<file path="src/rtl/fcmp_pkg.sv">
// Package: shared types and constants for the floating-point compare flag unit.
// Assumes the 80-bit extended layout: sign, 15-bit exponent, 64-bit significand.
package fcmp_pkg;

    localparam int FP_EXP_W = 15;
    localparam int FP_SIG_W = 64;
    localparam int CC_W     = 16;
    localparam int CC_BIT_C0 = 8;
    localparam int CC_BIT_C2 = 10;
    localparam int CC_BIT_C3 = 14;

    typedef enum logic [1:0] {
        REL_GT = 2'd0,
        REL_LT = 2'd1,
        REL_EQ = 2'd2,
        REL_UN = 2'd3
    } rel_e;

    typedef struct packed {
        logic is_nan;
        logic is_snan;
        logic is_zero;
    } opcls_t;

endpackage

</file>
<file path="src/rtl/fcmp_classify.sv">
// Module: classifies one operand as NaN, signalling NaN or zero.
// Assumes the significand MSB is the explicit integer bit and the next bit is
// the quiet bit. A NaN needs a maximal exponent and a nonzero fraction.
module fcmp_classify
    import fcmp_pkg::*;
#(
    parameter int EXP_W = FP_EXP_W,
    parameter int SIG_W = FP_SIG_W,
    localparam int OP_W = 1 + EXP_W + SIG_W
) (
    input  logic [OP_W-1:0] op,
    output opcls_t          cls
);

    logic [EXP_W-1:0] exp_f;
    logic [SIG_W-1:0] sig_f;
    logic             frac_nz;
    logic             exp_max;

    // Split the operand into fields and derive the class bits.
    always_comb begin
        exp_f       = op[SIG_W +: EXP_W];
        sig_f       = op[SIG_W-1:0];
        frac_nz     = |sig_f[SIG_W-2:0];
        exp_max     = &exp_f;
        cls.is_nan  = exp_max && frac_nz;
        cls.is_snan = exp_max && frac_nz && !sig_f[SIG_W-2];
        cls.is_zero = (exp_f == '0) && (sig_f == '0);
    end

endmodule

</file>
<file path="src/rtl/fcmp_order.sv">
// Module: decides the four-way relation between two classified operands.
// Assumes the class bits come from fcmp_classify. Magnitudes compare as
// exponent followed by significand, which equals the raw bits below the sign.
module fcmp_order
    import fcmp_pkg::*;
#(
    parameter int EXP_W = FP_EXP_W,
    parameter int SIG_W = FP_SIG_W,
    localparam int OP_W = 1 + EXP_W + SIG_W
) (
    input  logic [OP_W-1:0] op_a,
    input  logic [OP_W-1:0] op_b,
    input  opcls_t          cls_a,
    input  opcls_t          cls_b,
    output rel_e            rel
);

    logic [OP_W-2:0] mag_a;
    logic [OP_W-2:0] mag_b;
    logic            sgn_a;
    logic            sgn_b;

    // Select the relation: NaN first, then zeros, then sign, then magnitude.
    always_comb begin
        mag_a = op_a[OP_W-2:0];
        mag_b = op_b[OP_W-2:0];
        sgn_a = op_a[OP_W-1];
        sgn_b = op_b[OP_W-1];
        if (cls_a.is_nan || cls_b.is_nan)
            rel = REL_UN;
        else if (cls_a.is_zero && cls_b.is_zero)
            rel = REL_EQ;
        else if (sgn_a != sgn_b)
            rel = sgn_a ? REL_LT : REL_GT;
        else if (mag_a == mag_b)
            rel = REL_EQ;
        else if ((mag_a > mag_b) ^ sgn_a)
            rel = REL_GT;
        else
            rel = REL_LT;
    end

endmodule

</file>
<file path="src/rtl/fcmp_flag_map.sv">
// Module: maps a relation onto the zero/parity/carry flags and the legacy
// condition-code word. Bit positions come from parameters.
// Assumes unused bits of the word read as zero.
module fcmp_flag_map
    import fcmp_pkg::*;
#(
    parameter int STAT_W = CC_W,
    parameter int POS_C0 = CC_BIT_C0,
    parameter int POS_C2 = CC_BIT_C2,
    parameter int POS_C3 = CC_BIT_C3
) (
    input  rel_e              rel,
    output logic              zf_n,
    output logic              pf_n,
    output logic              cf_n,
    output logic [STAT_W-1:0] cc_n
);

    // Decode the relation into the three flags.
    always_comb begin
        unique case (rel)
            REL_GT:  {zf_n, pf_n, cf_n} = 3'b000;
            REL_LT:  {zf_n, pf_n, cf_n} = 3'b001;
            REL_EQ:  {zf_n, pf_n, cf_n} = 3'b100;
            default: {zf_n, pf_n, cf_n} = 3'b111;
        endcase
    end

    // Place each flag into its position in the status word.
    for (genvar i = 0; i < STAT_W; i++) begin : g_cc
        if (i == POS_C0) begin : g_c0
            assign cc_n[i] = cf_n;
        end else if (i == POS_C2) begin : g_c2
            assign cc_n[i] = pf_n;
        end else if (i == POS_C3) begin : g_c3
            assign cc_n[i] = zf_n;
        end else begin : g_zero
            assign cc_n[i] = 1'b0;
        end
    end

endmodule

</file>
<file path="src/rtl/fcmp_flag_unit.sv">
// Module: top of the compare flag unit. It classifies both operands, orders
// them, maps the result to flags and registers everything one cycle after
// in_valid. A pop request produces a strobe one cycle after the result.
// Assumes a synchronous active-low reset.
module fcmp_flag_unit
    import fcmp_pkg::*;
#(
    parameter int EXP_W  = FP_EXP_W,
    parameter int SIG_W  = FP_SIG_W,
    parameter int STAT_W = CC_W,
    localparam int OP_W  = 1 + EXP_W + SIG_W
) (
    input  logic              clk,
    input  logic              rst_n,
    input  logic              in_valid,
    input  logic [OP_W-1:0]   op_a,
    input  logic [OP_W-1:0]   op_b,
    input  logic              mode_unord,
    input  logic              pop_req,
    output logic              out_valid,
    output logic              zf,
    output logic              pf,
    output logic              cf,
    output logic [STAT_W-1:0] cc_word,
    output logic              invalid,
    output logic              pop_strobe
);

    opcls_t            cls_a;
    opcls_t            cls_b;
    rel_e              rel;
    logic              zf_n;
    logic              pf_n;
    logic              cf_n;
    logic [STAT_W-1:0] cc_n;
    logic              inv_n;
    logic              pop_pend;

    fcmp_classify #(.EXP_W(EXP_W), .SIG_W(SIG_W)) u_cls_a (
        .op  (op_a),
        .cls (cls_a)
    );

    fcmp_classify #(.EXP_W(EXP_W), .SIG_W(SIG_W)) u_cls_b (
        .op  (op_b),
        .cls (cls_b)
    );

    fcmp_order #(.EXP_W(EXP_W), .SIG_W(SIG_W)) u_order (
        .op_a  (op_a),
        .op_b  (op_b),
        .cls_a (cls_a),
        .cls_b (cls_b),
        .rel   (rel)
    );

    fcmp_flag_map #(.STAT_W(STAT_W)) u_map (
        .rel  (rel),
        .zf_n (zf_n),
        .pf_n (pf_n),
        .cf_n (cf_n),
        .cc_n (cc_n)
    );

    // Raise invalid on unordered results: always in ordered mode, only for SNaN otherwise.
    always_comb begin
        inv_n = (rel == REL_UN) && (!mode_unord || cls_a.is_snan || cls_b.is_snan);
    end

    // Register the flags and word on a valid strobe; hold them otherwise.
    always_ff @(posedge clk) begin
        if (!rst_n) begin
            zf      <= 1'b0;
            pf      <= 1'b0;
            cf      <= 1'b0;
            cc_word <= '0;
            invalid <= 1'b0;
        end else if (in_valid) begin
            zf      <= zf_n;
            pf      <= pf_n;
            cf      <= cf_n;
            cc_word <= cc_n;
            invalid <= inv_n;
        end
    end

    // Generate the one-cycle result valid and the delayed pop strobe.
    always_ff @(posedge clk) begin
        if (!rst_n) begin
            out_valid  <= 1'b0;
            pop_pend   <= 1'b0;
            pop_strobe <= 1'b0;
        end else begin
            out_valid  <= in_valid;
            pop_pend   <= in_valid && pop_req;
            pop_strobe <= pop_pend;
        end
    end

endmodule

</file>
<file path="config.mk">
export PLATFORM = sky130hd
export DESIGN_NAME = fcmp_flag_unit
export DESIGN_NICKNAME = d
export VERILOG_FILES = /design/src/rtl/fcmp_pkg.sv /design/src/rtl/fcmp_classify.sv /design/src/rtl/fcmp_order.sv /design/src/rtl/fcmp_flag_map.sv /design/src/rtl/fcmp_flag_unit.sv
export SDC_FILE = /design/constraint.sdc
export NUM_CORES = 1
export LEC_CHECK = 0
export BUFFER_PORTS_ARGS = -buffer_cell sky130_fd_sc_hd__buf_2
export CAP_MARGIN = 15
export CELL_PAD_IN_SITES_DETAIL_PLACEMENT = 1
export CELL_PAD_IN_SITES_GLOBAL_PLACEMENT = 2
export CORE_MARGIN = 2
export CORE_UTILIZATION = 23
export CTS_CLUSTER_SIZE = 8
export DETAILED_ROUTE_END_ITERATION = 8
export PLACE_DENSITY = 0.91
export SETUP_SLACK_MARGIN = 0.15
export SYNTH_ARGS = -nofsm -noshare
export SYNTH_HDL_FRONTEND = slang
export SYNTH_SLANG_ARGS = --single-unit
</file>
<file path="constraint.sdc">
create_clock -name clk -period 8 [get_ports clk]
set_input_delay 0.8 -clock clk [delete_from_list [all_inputs] [get_ports clk]]
set_output_delay 0.8 -clock clk [all_outputs]
set_load 0.05 [all_outputs]
</file>
# [Yosys cells after proc, flatten, opt, wreduce, memory -nomap -nowiden]
# Index checks and enable logic that the tools add are counted.
[op_classes] order_cmp=1 n_eq_ne=5 muxes=9 n_bitwise=1 n_reduce_logical=27
[op_table] op="$logic_not A64 Y1" count=2
[op_table] op="$reduce_or A63 Y1" count=2
[op_table] op="$eq A79 B79 Y1" count=1
[op_table] op="$gt A79 B79 Y1" count=1
[op_table] op="$logic_not A15 Y1" count=2
[op_table] op="$reduce_and A15 Y1" count=2
[op_table] op="$logic_and A1 B1 Y1" count=9
[op_table] op="$mux W2" count=4
[op_table] op="$mux W1" count=5
[op_table] op="$eq A2 B2 Y1 const B" count=2
[op_table] op="$reduce_or A2 Y1" count=2
[op_table] op="$logic_not A1 Y1" count=3
[op_table] op="$logic_or A1 B1 Y1" count=3
[op_table] op="$reduce_or A3 Y1" count=1
[op_table] op="$eq A2 B1 Y1 const B" count=1
[op_table] op="$logic_not A2 Y1" count=1
[op_table] op="$ne A1 B1 Y1" count=1
[op_table] op="$xor A1 B1 Y1" count=1
[word_totals] ff_bits=10 input_bits=165 output_inout_bits=22 word_cells=51

# [Depth between registers and ports, before layout]
# Gate-level depths: netlist (run 1).
[depth] depth_word=10 ltp_mapped=9 mapped_depth_nobuf=9

# [Cells and area by module]
# From an unflattened synthesis (run 1), not the netlist that was laid out.
[hier_totals] cells_unflattened=452 hier_area_um2=3522.1
[modules_own_cells] module="fcmp_order" n_inst=1 cells_per_inst=291 area_per_inst_um2=2070.7 seq_area_each_um2=0.0
[modules_own_cells] module="fcmp_flag_unit" n_inst=1 cells_per_inst=73 area_per_inst_um2=873.3 seq_area_each_um2=460.4
[modules_own_cells] module="fcmp_classify" n_inst=2 cells_per_inst=34 area_per_inst_um2=220.2 seq_area_each_um2=0.0
[modules_own_cells] module="fcmp_flag_map" n_inst=1 cells_per_inst=20 area_per_inst_um2=137.6 seq_area_each_um2=0.0

# [Worst setup path after synthesis (run 1)]
# Ideal clock, no wire load.
[synth_path] path_type="input-to-reg" from="input op_b[73]" to="register cc_word[8]" setup_time_ns=0.073 arrival_ns=3.023 required_ns=7.927 slack_ns=4.904 cell_stages=9 n_path_buf=0 path_cell_list="inv_1 -> ha_1 -> nand3_2 -> or4_4 -> or4_4 -> a2111oi_4 -> nor3_2 -> a311o_1 -> o211ai_2"
[synth_between] elab_chain_cells=10 elab_cells_between_ends=18 cone_classes="order compare (1); eq/ne (2); mux (6); bitwise (1); reduce/logical (8)"
[synth_lines] element="start: declaration" line_no="fcmp_flag_unit.sv:17" source="input logic [OP_W-1:0] op_b,"
[synth_lines] element="$gt A79 B79 Y1" line_no="fcmp_order.sv:37" source="else if ((mag_a > mag_b) ^ sgn_a)"
[synth_lines] element="$xor A1 B1 Y1" line_no="fcmp_order.sv:37"
[synth_lines] element="$mux W1" line_no="fcmp_order.sv:37"
[synth_lines] element="$mux W2" line_no="fcmp_order.sv:35" source="else if (mag_a == mag_b)"
[synth_lines] element="$mux W2" line_no="fcmp_order.sv:33" source="else if (sgn_a != sgn_b)"
[synth_lines] element="$mux W2" line_no="fcmp_order.sv:31" source="else if (cls_a.is_zero && cls_b.is_zero)"
[synth_lines] element="$mux W2 (*)" line_no="fcmp_order.sv:29" source="if (cls_a.is_nan || cls_b.is_nan)"
[synth_lines] element="$eq A2 B2 Y1 / $logic_not A2 Y1 (equally long branches)" line_no="fcmp_flag_map.sv:21" source="unique case (rel)"
[synth_lines] element="$reduce_or A2 Y1 (no line) (*)"
[synth_lines] element="$mux W1 (*)" line_no="fcmp_flag_map.sv:21"
[synth_lines] element="end signal: assignment" line_no="fcmp_flag_unit.sv:82" source="cc_word <= cc_n;"
[synth_lines] element="end: declaration" line_no="fcmp_flag_unit.sv:24" source="output logic [STAT_W-1:0] cc_word,"
# Every way passes the cells marked *; elsewhere a longest branch is shown, timed or not.
# A chain may end at the register's enable or synchronous reset.

# [Worst setup path in the final report (run 1)]
# Ends and elaborated chain as after synthesis.

==> results.ini, run 1 <==
[placed_design]
place_area_mm2 = 0.00387
dpl_worst_slack_ns = 4.58
numPortBuffers = 173
gp_congestion = 0.854
dp_hpwl_um = 11700

[clock_network]
cts-hold-fix-buffers = 0
cts_resized = 0
clkSinkCount = 7
cts-htree-levels = 1
clock_path_buffers = 2
clock_latency_ns = 0.23
clk_pin_slew_ns = 0.04
cts_tree = yes
cts_buffers = 3
cts_root_buf = clkbuf_16
postCtsSetupBuffers = 0

[logic_synthesis]
synth_area_mm2 = 0.00287
synth_edf_count = 0
synth_seq_cells = 7
synth_seq_area_share_pct = 4.88
synthAdderAreaFrac_pct = 34.4
synth_flop_cell = dfxtp_1
synth.area.mux_share_pct = 0
synth-simple-area-share_pct = 28.8
synth_cell_type_count = 41
synth_top_family_by_area = adder cells
synth_warnings = 0
synth_xor_area_share_pct = 0
synthArstFlopShare_pct = 0
syn_area_per_cell_um2 = 7.18
synth-compound-area-share_pct = 16.7
syn_inst = 400

[timing]
skew_ns = 0.00331
finalSetupViolations = 0
setup_slack_ns = 4.84
period_needed_ns = 3.16
rsz0062_at_grt = no
maxSlewViolCount = 0
tightestPinTransition_ns = 0.673
hold_viol = 0
period_share_pct = 39.5
clock.fmax_mhz = 317
tns_ns = 0
slew-limit-headroom_pct = 54.7

[die]
die_area_mm2 = 0.0134
die-height_um = 116
ios = 187
chipWidth_um = 116
initial_core_util_pct = 23.7
core_area_mm2 = 0.0121
fp-row-count = 40

[route]
wl_per_cell_um = 16.8
drc = 0
vias_per_cell = 4.92
vias = 3644
routed_wl_um = 12400
drt_iter0_drc = 87
drtAntennaViolNets = 0
dr.pass1.iters = 4

[run]
max_cap_violations = 0

[worst_setup_path]
crit_required_ns = 8.11
arrival_ns = 3.27
critPathLaunchType = input pin
critical_path_class = in2reg
end_kind = flop
cp_max_fo = 3

[final_layout]
antennaDiodeCount = 0
n_fill_cell = 1617
multiInputGateArea_mm2 = 0.00234
final_area_mm2 = 0.00395
register_area_um2 = 140
drive_gt1_share_pct = 32.3
area_growth_pct = 37.6
final_nets = 818

[pwr]
p_leak_nw = 2.19
powerDensity_mw_per_mm2 = 80.7
peakVddDrop_v = 0.0000664

[outcome]
status = completed

[worst_hold_path]
hp-class = reg2reg

[global_route]
grtUsageTotal_pct = 17.7
grt_pass1_wl_um = 18800
grt_pass1_vias = 3871
grt_overflow = 0
grt_start_max_net_pins = 9
antenna_found_initial = 0

## path summary, 6_finish.rpt
check,from,cells past startpoint,slack [ns],to
max,op_b[73],10,4.84,cc_word[8]$_SDFFE_PN0P_
min,pop_pend$_SDFF_PN0_,1,0.43,pop_strobe$_SDFF_PN0_
max reg2reg,cc_word[8]$_SDFFE_PN0P_,4,6.91,cc_word[8]$_SDFFE_PN0P_
min reg2reg,pop_pend$_SDFF_PN0_,1,0.43,pop_strobe$_SDFF_PN0_
## cells in the final DEF, fill, tap and decap left out, drive strengths merged, types with 2 or more instances in the layout
cell type,n
buf,173
inv,83
ha,79
nor4,42
a21oi,35
nand4,30
nand2,24
o21ai,15
conb,13
nand3,11
nor2,7
dfxtp,7
nor3,6
and4,5
or4,5
a21o,4
a221oi,4
clkbuf,4
nand2b,3
o211ai,3
a21boi,2
nand3b,2
o21a,2
and3,2
and2,2
a2111oi,2
## power breakdown
group          leakage, nW  internal (mW)  switching (mW)
logic                 2.10         0.0782           0.117
registers           0.0578         0.0371         0.00120
clock network       0.0382         0.0664          0.0192
## cells in the mapped netlist (all sizes together), types with 3 or more instances
master / count / share of area [%]
nor2: 7 / 0.92
o211ai: 3 / 0.96
o21ai: 15 / 2.6
dfxtp: 7 / 4.9
or4: 5 / 1.6
buf: 16 / 4.2
nand2: 24 / 3.1
a21o: 4 / 1.0
nor3: 6 / 1.2
a21oi: 35 / 6.1
nor4: 42 / 9.2
nand2b: 3 / 0.74
nand3: 11 / 2.1
ha: 79 / 34
inv: 83 / 11
and4: 5 / 1.5
nand4: 30 / 7.1
a221oi: 4 / 1.2
## flip-flops by register name, indices dropped and copies added (netlist names)
name,flops
cc_word,2
invalid,1
out_valid,1
pop_pend,1
pop_strobe,1
zf,1
## cell type report
type	count	share of cell area, %
multi-input cells	306	59.3
repair buffers	173	21.9
inverters	83	7.88
well taps	168	5.32
flip-flops and latches	7	3.55
clock buffers	4	1.99
## routing by layer
layer  wire (µm)  track usage [%]  up-vias
li1            -                -     1814
met1        5500             21.2     1698
met2        6250             35.1      124
met3         566             1.10        8
met4          99             1.98        0
met5           0                0        -
## stage by stage
step	hold slack [ns]	instances	power, mW	utilization [%]
2_1_floorplan	0.412	412	0.150	-
3_3_place_gp	0.416	737	0.224	32.0
3_5_place_dp	0.432	737	0.234	32.0
4_1_cts	0.437	741	0.321	32.6
5_1_grt	0.449	741	0.346	32.6
6_report	0.433	741	0.319	32.6
## cells by family after synthesis
family	count (synthesis)
flip-flops	7
AND/OR/NAND/NOR	139
AO/OA/AOI/OAI	75
other	1
adder cells (fa/ha/maj)	79
buffers and inverters	99
## critical path: stages
cell and delay (ns):
buf_2 0.11, inv_1 0.05, ha_1 0.32, nand3_2 0.09, or4_4 0.53, or4_4 0.59
nor4_1 0.37, nand3b_1 0.18, nand2b_1 0.15, o211ai_2 0.08
Power figures use the tool's default switching activity.
==> run 2: changes to the inputs <==
--- a/config.mk
+++ b/config.mk
@@ -10,10 +10,10 @@
 export CELL_PAD_IN_SITES_DETAIL_PLACEMENT = 1
 export CELL_PAD_IN_SITES_GLOBAL_PLACEMENT = 2
 export CORE_MARGIN = 2
-export CORE_UTILIZATION = 23
+export CORE_UTILIZATION = 19
 export CTS_CLUSTER_SIZE = 8
 export DETAILED_ROUTE_END_ITERATION = 8
-export PLACE_DENSITY = 0.91
+export PLACE_DENSITY = 0.81
 export SETUP_SLACK_MARGIN = 0.15
 export SYNTH_ARGS = -nofsm -noshare
 export SYNTH_HDL_FRONTEND = slang
==> constraint.sdc (replaced) <==
create_clock -name clk -period 2.55 [get_ports clk]
set_input_delay 0.255 -clock clk [delete_from_list [all_inputs] [get_ports clk]]
set_output_delay 0.255 -clock clk [all_outputs]
set_load 0.05 [all_outputs]
==> run 2 against run 1 <==
Highest routed layer unchanged. Sequential cell count unchanged. Non-clock buffer count rose by 25. Sequential power increased to 3.1 times the previous value.
==> results.ini, run 2 (synthesis gave the netlist of run 1 again) <==
[worst_setup_path]
cp_top_family = simple AND/OR/NAND/NOR gates
critical_path.cell_chain = buf_4, ha_4, nand2_4, or4_4, or4_4, a2111oi_4, nor3_2, a311o_1, o211ai_2
cp_max_fo = 3
cpMostUsedCell = or4_4
cpPeakStageDelay_ns = 0.53
end_kind = flop
critical_path_class = in2reg
crit_required_ns = 2.70
cp_slowest_cell = or4_4
timing.critical_path.buf_inv = 1
arrival_ns = 2.55
critPathLaunchType = input pin

[placed_design]
gp_congestion = 0.856
dpl_worst_slack_ns = -0.136
numPortBuffers = 173
dp_hpwl_um = 12200

[timing]
rsz0062_at_grt = yes
finalSetupViolations = 0
hold_viol = 0
maxSlewViolCount = 0
clock.fmax_mhz = 418
tns_ns = 0
setup_slack_ns = 0.156
period_needed_ns = 2.39
period_share_pct = 93.9
skew_ns = 0.0000761

[final_layout]
n_fill_cell = 1842
layout_commonest_cell = buf_2
final_cell_mix = 154 x buf_2, 72 x inv_1, 67 x ha_1, 40 x nor4_1, 35 x a21oi_1
drive_gt1_share_pct = 39.8
area_growth_pct = 55.8
largest_register_ffs = 2
final_nets = 843
top_register = cc_word

[route]
dr.pass1.iters = 4
routed_wl_um = 13300
drt_iter0_drc = 83
drtAntennaViolNets = 0
drc = 0
vias_per_cell = 4.75
vias = 3721
wl_per_cell_um = 17.0

[die]
chipWidth_um = 127
die_area_mm2 = 0.0161
fp-row-count = 44
core_area_mm2 = 0.0146
initial_core_util_pct = 19.6
die-height_um = 127
ios = 187

[clock_network]
clock_path_buffers = 2
cts-htree-levels = 1
clk_pin_slew_ns = 0.04
cts_tree = yes
clkSinkCount = 7
clock_latency_ns = 0.22
cts_root_buf = clkbuf_16
cts_buffers = 3
cts-hold-fix-buffers = 0

[pwr]
comb_power_share_pct = 65.0
p_total_mw = 1.09
seqPwrFrac_pct = 11.0
swShare_pct = 41.8
p_leak_nw = 2.37
p_int_mw = 0.634
switching_power_mw = 0.456
peakVddDrop_v = 0.000163
clkPwrFrac_pct = 24.0
powerDensity_mw_per_mm2 = 244

[global_route]
grt_pass1_vias = 3988
grt_overflow = 0
grtUsageTotal_pct = 15.4
grt_pass1_wl_um = 20000
grt_start_max_net_pins = 9
antenna_found_initial = 0

[outcome]
status = completed

[run]
max_cap_violations = 0

[worst_hold_path]
hp-class = in2reg

-- run 2: cell types whose count changed in the layout (fill, tap and decap cells not counted), sizes merged --
cell / before / now
diode: 0 / 1
buf: 173 / 198
-- run 2: path summary, 6_finish.rpt --
check / from / end / slack (ns) / cells after the start
setup reg to reg: cc_word[8]$_SDFFE_PN0P_ / cc_word[8]$_SDFFE_PN0P_ / 1.44 / 4
setup / recovery: op_a[72] / cc_word[8]$_SDFFE_PN0P_ / 0.16 / 9
hold reg to reg: pop_pend$_SDFF_PN0_ / pop_strobe$_SDFF_PN0_ / 0.44 / 1
hold / removal: pop_req / pop_pend$_SDFF_PN0_ / 0.27 / 2
-- run 2: layout make-up --
cell class / count / area, µm² / share of cell area [%]
Antenna cell: 1 / 2.50 / 0.0559
Timing Repair Buffer: 198 / 1150 / 25.8
Sequential cell: 7 / 140 / 3.13
Clock buffer: 4 / 78.8 / 1.76
Tap cell: 184 / 230 / 5.15
Inverter: 83 / 327 / 7.30
Multi-Input combinational cell: 306 / 2540 / 56.8
-- run 2: power by group through the flow --
stage | clock network [mW] | logic, mW | registers, mW
6_report | 0.262 | 0.708 | 0.120
5_1_grt | 0.273 | 0.788 | 0.121
4_1_cts | 0.264 | 0.648 | 0.120
3_5_place_dp | 0 | 0.643 | 0.122
3_3_place_gp | 0 | 0.620 | 0.122
2_1_floorplan | 0 | 0.331 | 0.141
-- run 2: stage by stage --
stage                     cells  cell area, µm²  util (%)  hold WS (ns)
final                       783            4470      30.6         0.269
after global routing        782            4470      30.5         0.274
after detailed placement    773            4060      27.7         0.425
after CTS                   777            4160      28.4         0.267
after floorplan             412            2930         -         0.344
after global placement      773            4060      27.7         0.417
-- run 2: timing repair --
item,CTS,global route
resized for setup,4,64
endpoints found under the setup margin,1,2
setup buffers,0,5
pin swaps,0,18
-- run 2: layer usage --
| layer | routed length, µm | vias up | track usage (%) | part of all wire [%] |
|---|---|---|---|---|
| met5 | 0 | - | 0 | 0 |
| met4 | 165 | 0 | 2.00 | 1.2 |
| met3 | 704 | 10 | 1.48 | 5.3 |
| met2 | 6600 | 129 | 28.8 | 50 |
| met1 | 5850 | 1724 | 19.4 | 44 |
| li1 | - | 1858 | - | - |
-- run 2: worst reg2reg max path, cell delays in order (launching register included) --
cell and delay (ns):
dfxtp_1 0.36, o21a_1 0.16, nand3b_1 0.10, a311o_1 0.35, o211ai_2 0.07
==> run 3: changes to the inputs <==
--- a/config.mk
+++ b/config.mk
@@ -7,13 +7,10 @@
 export LEC_CHECK = 0
 export BUFFER_PORTS_ARGS = -buffer_cell sky130_fd_sc_hd__buf_2
 export CAP_MARGIN = 15
-export CELL_PAD_IN_SITES_DETAIL_PLACEMENT = 1
-export CELL_PAD_IN_SITES_GLOBAL_PLACEMENT = 2
-export CORE_MARGIN = 2
-export CORE_UTILIZATION = 19
+export CORE_UTILIZATION = 40
 export CTS_CLUSTER_SIZE = 8
 export DETAILED_ROUTE_END_ITERATION = 8
-export PLACE_DENSITY = 0.81
+export PLACE_DENSITY = 0.84
 export SETUP_SLACK_MARGIN = 0.15
 export SYNTH_ARGS = -nofsm -noshare
 export SYNTH_HDL_FRONTEND = slang
==> run 3 against run 2 <==
Cell count is 13% lower. Hold slack better by 0.019 ns. Total power is 19% lower. Routed wire length is 25% lower. Utilization is 27 points higher. First-iteration DRC count is 7.2% higher. Clock skew hardly changed. Critical path depth is 1 higher. Die area is 53% lower. Setup slack better by 0.098 ns. Combinational power is 14% lower. Count of clock-buffer cells in the layout stayed put. Largest cell class unchanged. Largest power group unchanged.
==> results.ini, run 3 (synthesis gave the netlist of run 1 again) <==
[outcome]
status = completed

[clock_network]
clock_path_buffers = 2
postCtsSetupBuffers = 0
cts-hold-fix-buffers = 0
cts_tree = yes
cts_root_buf = clkbuf_8
clock_latency_ns = 0.23
clkSinkCount = 7
cts-htree-levels = 1
cts_buffers = 3
clk_pin_slew_ns = 0.04

[global_route]
grt_overflow = 0
grtUsageTotal_pct = 26.6
antenna_found_initial = 0
grt_pass1_vias = 3673
grt_start_max_net_pins = 9
grt_pass1_wl_um = 15900

[final_layout]
final_area_mm2 = 0.00394
top_register = cc_word
layout_commonest_cell = buf_2
largest_register_ffs = 2
final_cell_mix = 173 x buf_2, 83 x inv_1, 78 x ha_1, 40 x nor4_1, 35 x a21oi_1
drive_gt1_share_pct = 34.0
final_nets = 827
antennaDiodeCount = 0
area_growth_pct = 37.0

[worst_setup_path]
critical_path.cell_chain = buf_2, inv_1, ha_1, nand3_2, or4_4, or4_4, a2111oi_4, nor3_2, a311o_1, o211ai_2
cpMostUsedCell = or4_4
r2r_cells = 4
cp_max_fo = 3
arrival_ns = 2.46
cpPeakStageDelay_ns = 0.51
cp_slowest_cell = or4_4
critical_path_class = in2reg
r2r_setup_slack_ns = 1.50
critPathLaunchType = input pin
timing.rr.start = cc_word[8]$_SDFFE_PN0P_
end_kind = flop
rr_endpoint = cc_word[8]$_SDFFE_PN0P_
crit_required_ns = 2.71

[route]
drtAntennaViolNets = 0
vias_per_cell = 5.48
routed_wl_um = 9990
wl_per_cell_um = 14.7
vias = 3717
dr.pass1.iters = 4
drt_iter0_drc = 89
drc = 0

[die]
chipWidth_um = 86.7
die_area_mm2 = 0.00752
core_area_mm2 = 0.00687
die-height_um = 86.7
ios = 187
initial_core_util_pct = 41.8
fp-row-count = 30

[timing]
clock.fmax_mhz = 436
period_share_pct = 90.0
tns_ns = 0
slew-limit-headroom_pct = 65.0
finalSetupViolations = 0
hold_viol = 0
tightestPinTransition_ns = 0.525
rsz0062_at_grt = yes
skew_ns = 0.000105
period_needed_ns = 2.30
maxSlewViolCount = 0

[pwr]
p_leak_nw = 2.24
peakVddDrop_v = 0.000133
powerDensity_mw_per_mm2 = 225
p_total_mw = 0.886

[worst_hold_path]
holdPathStages = 2
min-delay-start = pop_req
min_to = pop_pend$_SDFF_PN0_
hp-class = in2reg

[placed_design]
dp_hpwl_um = 9150
numPortBuffers = 173
gp_congestion = 0.913
place_area_mm2 = 0.00386

[run]
max_cap_violations = 0

-- run 3: cell types whose count changed in the layout (fill, tap and decap cells not counted), sizes merged --
cell,change
buf,-16
diode,-1
-- run 3: per-layer routing --
metal  GRT usage [%]  part of all wire (%)  vias up
met1            28.2                    40     1699
met3            3.33                   6.0       23
met2            53.1                    51      171
li1                -                     -     1824
met5               0                     0        -
met4            9.24                   2.9        0
-- run 3: what timing repair did --
action,4_1_cts,5_1_grt
cloned,0,0
resized for setup,1,4
pin swaps,0,1
endpoints found under the setup margin,1,2
-- run 3: how the worst max path moves through the flow --
stage | from | to | slack [ns] | cells past startpoint
2_1_floorplan | op_b[75] | cc_word[8]$_SDFFE_PN0P_ | 0.23 | 9
3_3_place_gp | op_b[30] | cc_word[8]$_SDFFE_PN0P_ | 0.02 | 11
3_5_place_dp | op_b[74] | cc_word[8]$_SDFFE_PN0P_ | -0.10 | 10
4_1_cts | op_b[74] | cc_word[8]$_SDFFE_PN0P_ | 0.19 | 10
5_1_grt | op_b[77] | cc_word[8]$_SDFFE_PN0P_ | 0.14 | 10
6_report | op_b[75] | cc_word[8]$_SDFFE_PN0P_ | 0.25 | 10
-- run 3: worst max-delay path, delay by kind of cell --
kind / cells / cell delay [ns]
buf+inv: 2 / 0.13
fa+ha+maj: 1 / 0.30
compound gates: 3 / 0.62
simple gates: 4 / 1.16
-- run 3: layout make-up --
| type | count | area, µm² |
|---|---|---|
| flip-flops and latches | 7 | 140 |
| inverters | 83 | 312 |
| repair buffers | 182 | 933 |
| fillers | 688 | 2930 |
| well taps | 96 | 120 |
| multi-input cells | 306 | 2380 |
| clock buffers | 4 | 45.0 |
-- run 3: report_power, final --
part	total (mW)	switching (mW)	internal, mW
registers	0.120	0.00338	0.116
clock network	0.161	0.0522	0.108
logic	0.606	0.354	0.252
total	0.886	0.409	0.477
-- run 3: stage by stage --
stage,worst slack [ns],hold WS (ns),utilization [%],instances
floorplan,0.226,0.344,-,412
global placement,0.0222,0.414,56.2,674
detailed placement,-0.102,0.422,56.2,674
CTS,0.190,0.287,57.0,678
global route,0.140,0.304,57.3,678
finish,0.254,0.288,57.3,678
